$ cat config.mk
export PLATFORM = sky130hd
export DESIGN_NAME = seg_xlat
export DESIGN_NICKNAME = d
export VERILOG_FILES = /design/src/rtl/seg_xlat_pkg.sv /design/src/rtl/seg_cache.sv /design/src/rtl/seg_limit_chk.sv /design/src/rtl/seg_xlat.sv
export SDC_FILE = /design/constraint.sdc
export NUM_CORES = 1
export LEC_CHECK = 0
export ABC_AREA = 1
export CORE_MARGIN = 2
export CORE_UTILIZATION = 43
export CTS_BUF_LIST = sky130_fd_sc_hd__clkbuf_4
export DETAILED_ROUTE_END_ITERATION = 8
export DONT_BUFFER_PORTS = 1
export PLACE_DENSITY = 0.7
export SLEW_MARGIN = 30
export SYNTH_ARGS = -nofsm -noshare
export SYNTH_HDL_FRONTEND = slang
export SYNTH_HIERARCHICAL = 1
export SYNTH_SLANG_ARGS = --single-unit
$ cat constraint.sdc
create_clock -name clk -period 10 [get_ports clk]
set_input_delay 0 -clock clk [delete_from_list [all_inputs] [get_ports clk]]
set_output_delay 0 -clock clk [all_outputs]
set_load 0.02 [all_outputs]
$ cat src/rtl/seg_xlat_pkg.sv
package seg_xlat_pkg;

    localparam int ADDR_W     = 32;
    localparam int LIM_W      = 20;
    localparam int GRAN_SHIFT = ADDR_W - LIM_W;

    typedef struct packed {
        logic [ADDR_W-1:0] base;
        logic [LIM_W-1:0]  limit;
        logic              gran;
        logic              present;
        logic              null_sel;
    } seg_desc_t;

    typedef enum logic [1:0] {
        FLT_NONE    = 2'd0,
        FLT_NULL    = 2'd1,
        FLT_ABSENT  = 2'd2,
        FLT_LIMIT   = 2'd3
    } fault_e;

    localparam seg_desc_t DESC_RESET = '{base: '0, limit: '0, gran: 1'b0,
                                         present: 1'b0, null_sel: 1'b1};

    function automatic logic [2:0] size_bytes(input logic [1:0] code);
        case (code)
            2'd0:    return 3'd1;
            2'd1:    return 3'd2;
            default: return 3'd4;
        endcase
    endfunction

    function automatic logic [ADDR_W-1:0] eff_limit(input seg_desc_t d);
        if (d.gran)
            return {d.limit, {GRAN_SHIFT{1'b1}}};
        return {{GRAN_SHIFT{1'b0}}, d.limit};
    endfunction

endpackage

$ cat src/rtl/seg_cache.sv
module seg_cache
    import seg_xlat_pkg::*;
#(
    parameter int NUM_SEG = 6,
    parameter int IDX_W   = 3
) (
    input  logic             clk,
    input  logic             rst,
    input  logic             wr_en,
    input  logic [IDX_W-1:0] wr_idx,
    input  seg_desc_t        wr_desc,
    input  logic [IDX_W-1:0] rd_idx,
    output seg_desc_t        rd_desc,
    output logic             rd_ok
);
    seg_desc_t entry [NUM_SEG];

    for (genvar i = 0; i < NUM_SEG; i++) begin : g_ent
        always_ff @(posedge clk) begin
            if (rst)
                entry[i] <= DESC_RESET;
            else if (wr_en && wr_idx == IDX_W'(i))
                entry[i] <= wr_desc;
        end
    end

    always_comb begin
        rd_desc = DESC_RESET;
        rd_ok   = 1'b0;
        for (int i = 0; i < NUM_SEG; i++) begin
            if (rd_idx == IDX_W'(i)) begin
                rd_desc = entry[i];
                rd_ok   = 1'b1;
            end
        end
    end
endmodule

$ cat src/rtl/seg_limit_chk.sv
module seg_limit_chk
    import seg_xlat_pkg::*;
(
    input  seg_desc_t         desc,
    input  logic [ADDR_W-1:0] offset,
    input  logic [1:0]        size,
    output logic              over
);
    logic [ADDR_W-1:0] lim;
    logic [ADDR_W:0]   last_byte;

    always_comb begin
        lim       = eff_limit(desc);
        last_byte = {1'b0, offset} + (ADDR_W+1)'(size_bytes(size)) - (ADDR_W+1)'(1);
        over      = last_byte > {1'b0, lim};
    end

    always_comb begin
        if (!desc.gran)
            assert (lim[ADDR_W-1:LIM_W] == '0) else $error("AST_BYTE_LIMIT_NARROW");
    end
endmodule

$ cat src/rtl/seg_xlat.sv
module seg_xlat
    import seg_xlat_pkg::*;
#(
    parameter int NUM_SEG = 6,
    localparam int IDX_W  = (NUM_SEG > 1) ? $clog2(NUM_SEG) : 1
) (
    input  logic              clk,
    input  logic              rst,
    input  logic              ld_valid,
    input  logic [IDX_W-1:0]  ld_idx,
    input  logic [ADDR_W-1:0] ld_base,
    input  logic [LIM_W-1:0]  ld_limit,
    input  logic              ld_gran,
    input  logic              ld_present,
    input  logic              ld_null,
    input  logic              req_valid,
    input  logic [IDX_W-1:0]  seg_sel,
    input  logic [ADDR_W-1:0] offset,
    input  logic [1:0]        size,
    output logic              rsp_valid,
    output logic [ADDR_W-1:0] linear,
    output logic [1:0]        fault_code
);
    seg_desc_t wr_desc, sel_desc;
    logic      sel_ok, lim_over;
    fault_e    flt;

    assign wr_desc = '{base: ld_base, limit: ld_limit, gran: ld_gran,
                       present: ld_present, null_sel: ld_null};

    seg_cache #(.NUM_SEG(NUM_SEG), .IDX_W(IDX_W)) u_cache (
        .clk(clk), .rst(rst),
        .wr_en(ld_valid), .wr_idx(ld_idx), .wr_desc(wr_desc),
        .rd_idx(seg_sel), .rd_desc(sel_desc), .rd_ok(sel_ok)
    );

    seg_limit_chk u_lim (
        .desc(sel_desc), .offset(offset), .size(size), .over(lim_over)
    );

    always_comb begin
        if (!sel_ok || sel_desc.null_sel) flt = FLT_NULL;
        else if (!sel_desc.present)       flt = FLT_ABSENT;
        else if (lim_over)                flt = FLT_LIMIT;
        else                              flt = FLT_NONE;
    end

    always_ff @(posedge clk) begin
        if (rst) begin
            rsp_valid  <= 1'b0;
            linear     <= '0;
            fault_code <= FLT_NONE;
        end else begin
            rsp_valid  <= req_valid;
            fault_code <= req_valid ? flt : FLT_NONE;
            linear     <= (req_valid && flt == FLT_NONE) ? sel_desc.base + offset : '0;
        end
    end

    AST_RSP_AFTER_REQ: assert property (@(posedge clk) disable iff (rst)
        req_valid |=> rsp_valid);
    AST_NO_SPURIOUS_RSP: assert property (@(posedge clk) disable iff (rst)
        !req_valid |=> (!rsp_valid && linear == '0 && fault_code == 2'd0));
    AST_FAULT_ZERO_LINEAR: assert property (@(posedge clk) disable iff (rst)
        (fault_code != 2'd0) |-> (linear == '0 && rsp_valid));
    AST_BAD_SEL_NULL: assert property (@(posedge clk) disable iff (rst)
        (req_valid && !sel_ok) |=> fault_code == 2'd1);
endmodule

==> implementation parameters <==
Parameter                              Value

Drt
  Vias per std cell    5.234
  Remaining DRCs    0
  Total wirelength of the detailed-routed design    61160 um
  Iteration-0 DRC Markers    1637
  Antenna-violating nets left    0
  Avg WL per Cell    18.17 um
  Detailed-route via count    17613
  First-pass iteration count of the detailed router    6

Yosys
  Top-count cell post-synth    nor2_1
  Mapped Cells    2419
  Count of flip-flops with a built-in enable after synthesis    330
  Share of Yosys cell area claimed by the top area cell type    48.23%
  Async set-or-reset flop fraction in the synthesized netlist    0%
  Yosys warns    6
  Dominant cells by area after synthesis    edfxtp_1 48%, nor2_1 10%, nand2_1 9.8%, ha_1 5.9%, inv_1 5.5%
  Count of unique library cells instantiated by Yosys    53
  Post-Syn Area per Cell    8.493 um^2
  Proportion of synthesized chip area in sequential cells    51.64%
  Synthesized netlist net count    2617
  Most frequently used flop master after synthesis    edfxtp_1
  Most common library cells after synthesis    556 x nor2_1, 537 x nand2_1, 330 x edfxtp_1, 301 x inv_1, 145 x nand3_1
  Post-synthesis sequential element count    365
  Netlist area before placement    0.02054 mm^2
  Leading area contributor after synthesis    edfxtp_1

Clock network
  TritonCTS clock tree    yes
  Maximum clock insertion buffer count    3
  Sink count of the clock tree    365
  Clock root buffer    clkbuf_4
  Setup repair bufs after CTS    0
  Total number of H-tree levels    3
  Post-CTS Resized    0
  Clk Latency, worst-skew pair    0.90 ns
  Number of buffers added by the clock tree synthesis step    91
  Clock-pin slew on the worst setup and hold paths    0.06 ns

GRT
  Number of global-route vias before repair    17800
  First-pass GRT wire length    95210 um
  Remaining Overflow, GRT    0
  Number of antenna violations at the first check in global routing    6
  Maximum number of pins on one net before global-route repair    82
  Total global routing track utilization    24.83%

Die
  Area of the core region    0.04745 mm^2
  Number of rows in the core area    80
  Initial cell density of the core    43.30%
  Die W    222.6 um
  Die H    222.6 um
  Boundary pin count    134
  Die footprint    0.04954 mm^2

Timing
  Post-layout minimum cycle time    5.517 ns
  Worst slew margin relative to its limit    33.64%
  Unrepaired setup endpoints after global routing    no
  Final Hold Vio Count    0
  Worst-case clock skew    0.09099 ns
  Max Clock Freq    181.3 MHz
  Endpoints failing setup    0
  Final-layout setup total negative slack    0 ns
  Post-route fraction of the period consumed by the critical path    55.17%
  Number of max-slew violations in the final report    0
  Tightest Pin Transition    0.9954 ns
  Hold_ws    0.03746 ns

Power
  Worst vdd ir    0.00006800 V
  Leak Pwr    10.89 nW
  Pwr Density    155.8 mW/mm^2

Layout
  Fill cell total of the finished layout    4383
  Util after Layout    51.52%
  Number of nets in the finished design    2874
  Share of layout cells above drive strength 1    8.564%
  Combined area of the multi-input logic cells    0.008293 mm^2
  Sequential standard cell area    0.01061 mm^2
  Area delta synth->final    18.98%

Placement
  Routability Congestion    0.8916
  Port Buffers    0
  Placed wire-length estimate    37580 um

Setup path
  Top Family by Delay on Critical Path    buffers and inverters
  Most used cell along the critical path    nand2_1
  Arrival time worst endpoint    6.25 ns
  CP Cell Sequence    clkinv_2 -> buf_4 -> nor3_4 -> buf_4 -> nand2_1 -> nand4_1 -> ha_1 -> nand2_1 -> inv_1 -> nand2_1 -> nand2_1 -> dlygate4sd3_1 -> nand2_1 -> dlygate4sd3_1 -> nand2_1 -> dlygate4sd3_1 -> a21oi_1 -> dlygate4sd3_1 -> nand3_1 -> dlygate4sd3_1 -> nand2_1 -> nor2_1 -> dlygate4sd3_1
  Maximum cell stage delay along the critical path    0.57 ns
  Class of the most critical setup path    in2reg
  Critical Path RT    10.73 ns
  Max stage delay cell, worst path    dlygate4sd3_1
  Crit path capture type    register
  Highest fanout seen on the critical path    81
  Buf+Inv Stages, Crit Path    10
  Startpoint Class    input pin

Run
  Number of max-cap violations    0

Run status
  Outcome    finished clean

Hold path
  Min-delay worst type    in2reg
==> area by class of cell <==
class	count	share of cell area, %
antenna	6	0.06143
clock buffer	131	4.023
clock inverter	30	0.7422
inverter	315	4.842
multi-input combinational	1657	33.93
sequential	365	43.41
tap	615	3.148
timing repair buffer	246	9.849
==> logic make-up after synthesis <==
group,synth area share (%)
AND/OR/NAND/NOR,27.47
buffers and inverters,8.167
flip-flops,51.64
AO/OA/AOI/OAI,4.909
adder cells (fa/ha/maj),6.102
XOR/XNOR,1.322
multiplexers,0.3898
==> flip-flops by register name (all words and copies together) (netlist names) <==
signal and count:
linear 32, u_cache/entry 330, fault_code 2, rsp_valid 1
==> power by group <==
part / switching, mW / internal, mW
clock: 0.613 / 0.653
sequential: 0.0257 / 1.76
combinational: 0.493 / 0.269
total: 1.13 / 2.68
==> layout by cell type (no fill, tap or decap), drive strengths merged, types with 8 or more instances in the layout <==
cell | netlist | layout
nand3 | 151 | 151
mux2i | 8 | 8
xnor2 | 9 | 9
o21ai | 38 | 38
dfxtp | 35 | 35
nor3 | 14 | 14
inv | 313 | 313
ha | 97 | 97
clkbuf | 14 | 131
nand4 | 71 | 71
o21bai | 10 | 10
buf | 68 | 22
dlygate4sd3 | 0 | 224
a21oi | 94 | 94
clkinv | 2 | 28
nand2 | 547 | 547
xor2 | 22 | 22
nor2 | 560 | 560
edfxtp | 330 | 330
==> path summary, 6_finish.rpt <==
check / startpoint / to / slack [ns] / cells after the start
setup reg to reg: u_cache/entry[1][47] / linear[30] / 4.67 / 21
hold / removal: ld_limit[9] / u_cache/entry[0][12] / 0.04 / 3
hold reg to reg: u_cache/entry[4][24] / linear[1] / 0.93 / 5
setup / recovery: seg_sel[2] / linear[30] / 4.48 / 23
==> metal layers <==
| layer | GRT usage, % | vias to the layer above | wire length [um] |
|---|---|---|---|
| met1 | 31.46 | 8256 | 24830 |
| met2 | 42.31 | 782 | 29560 |
| met3 | 4.734 | 126 | 5120 |
| met5 | 0 | - | 0 |
| met4 | 9.028 | 0 | 1642 |
| li1 | - | 8449 | - |
==> tightest hold or removal path: cells and delay by family <==
family / cells / cell delay [ns]
AND/OR/NAND/NOR: 1 / 0.11
buffers and inverters: 2 / 0.64
==> per-stage QoR <==
stage	setup WS (ns)	cells	total power, mW	instance area, um^2
2_1_floorplan	6.028	2419	2.285	20540
6_report	4.483	3365	3.809	24440
5_1_grt	4.211	3364	4.001	24440
3_5_place_dp	5.099	2974	2.476	21020
4_1_cts	4.614	3359	3.817	24430
3_3_place_gp	5.224	2974	2.464	21020
==> repair_timing <==
| action | CTS | global route |
|---|---|---|
| endpoints found under the hold margin | 617 | 0 |
| setup endpoints to repair | 0 | 0 |
| hold buffers | 224 | 0 |
Power figures use the tool's default switching activity.
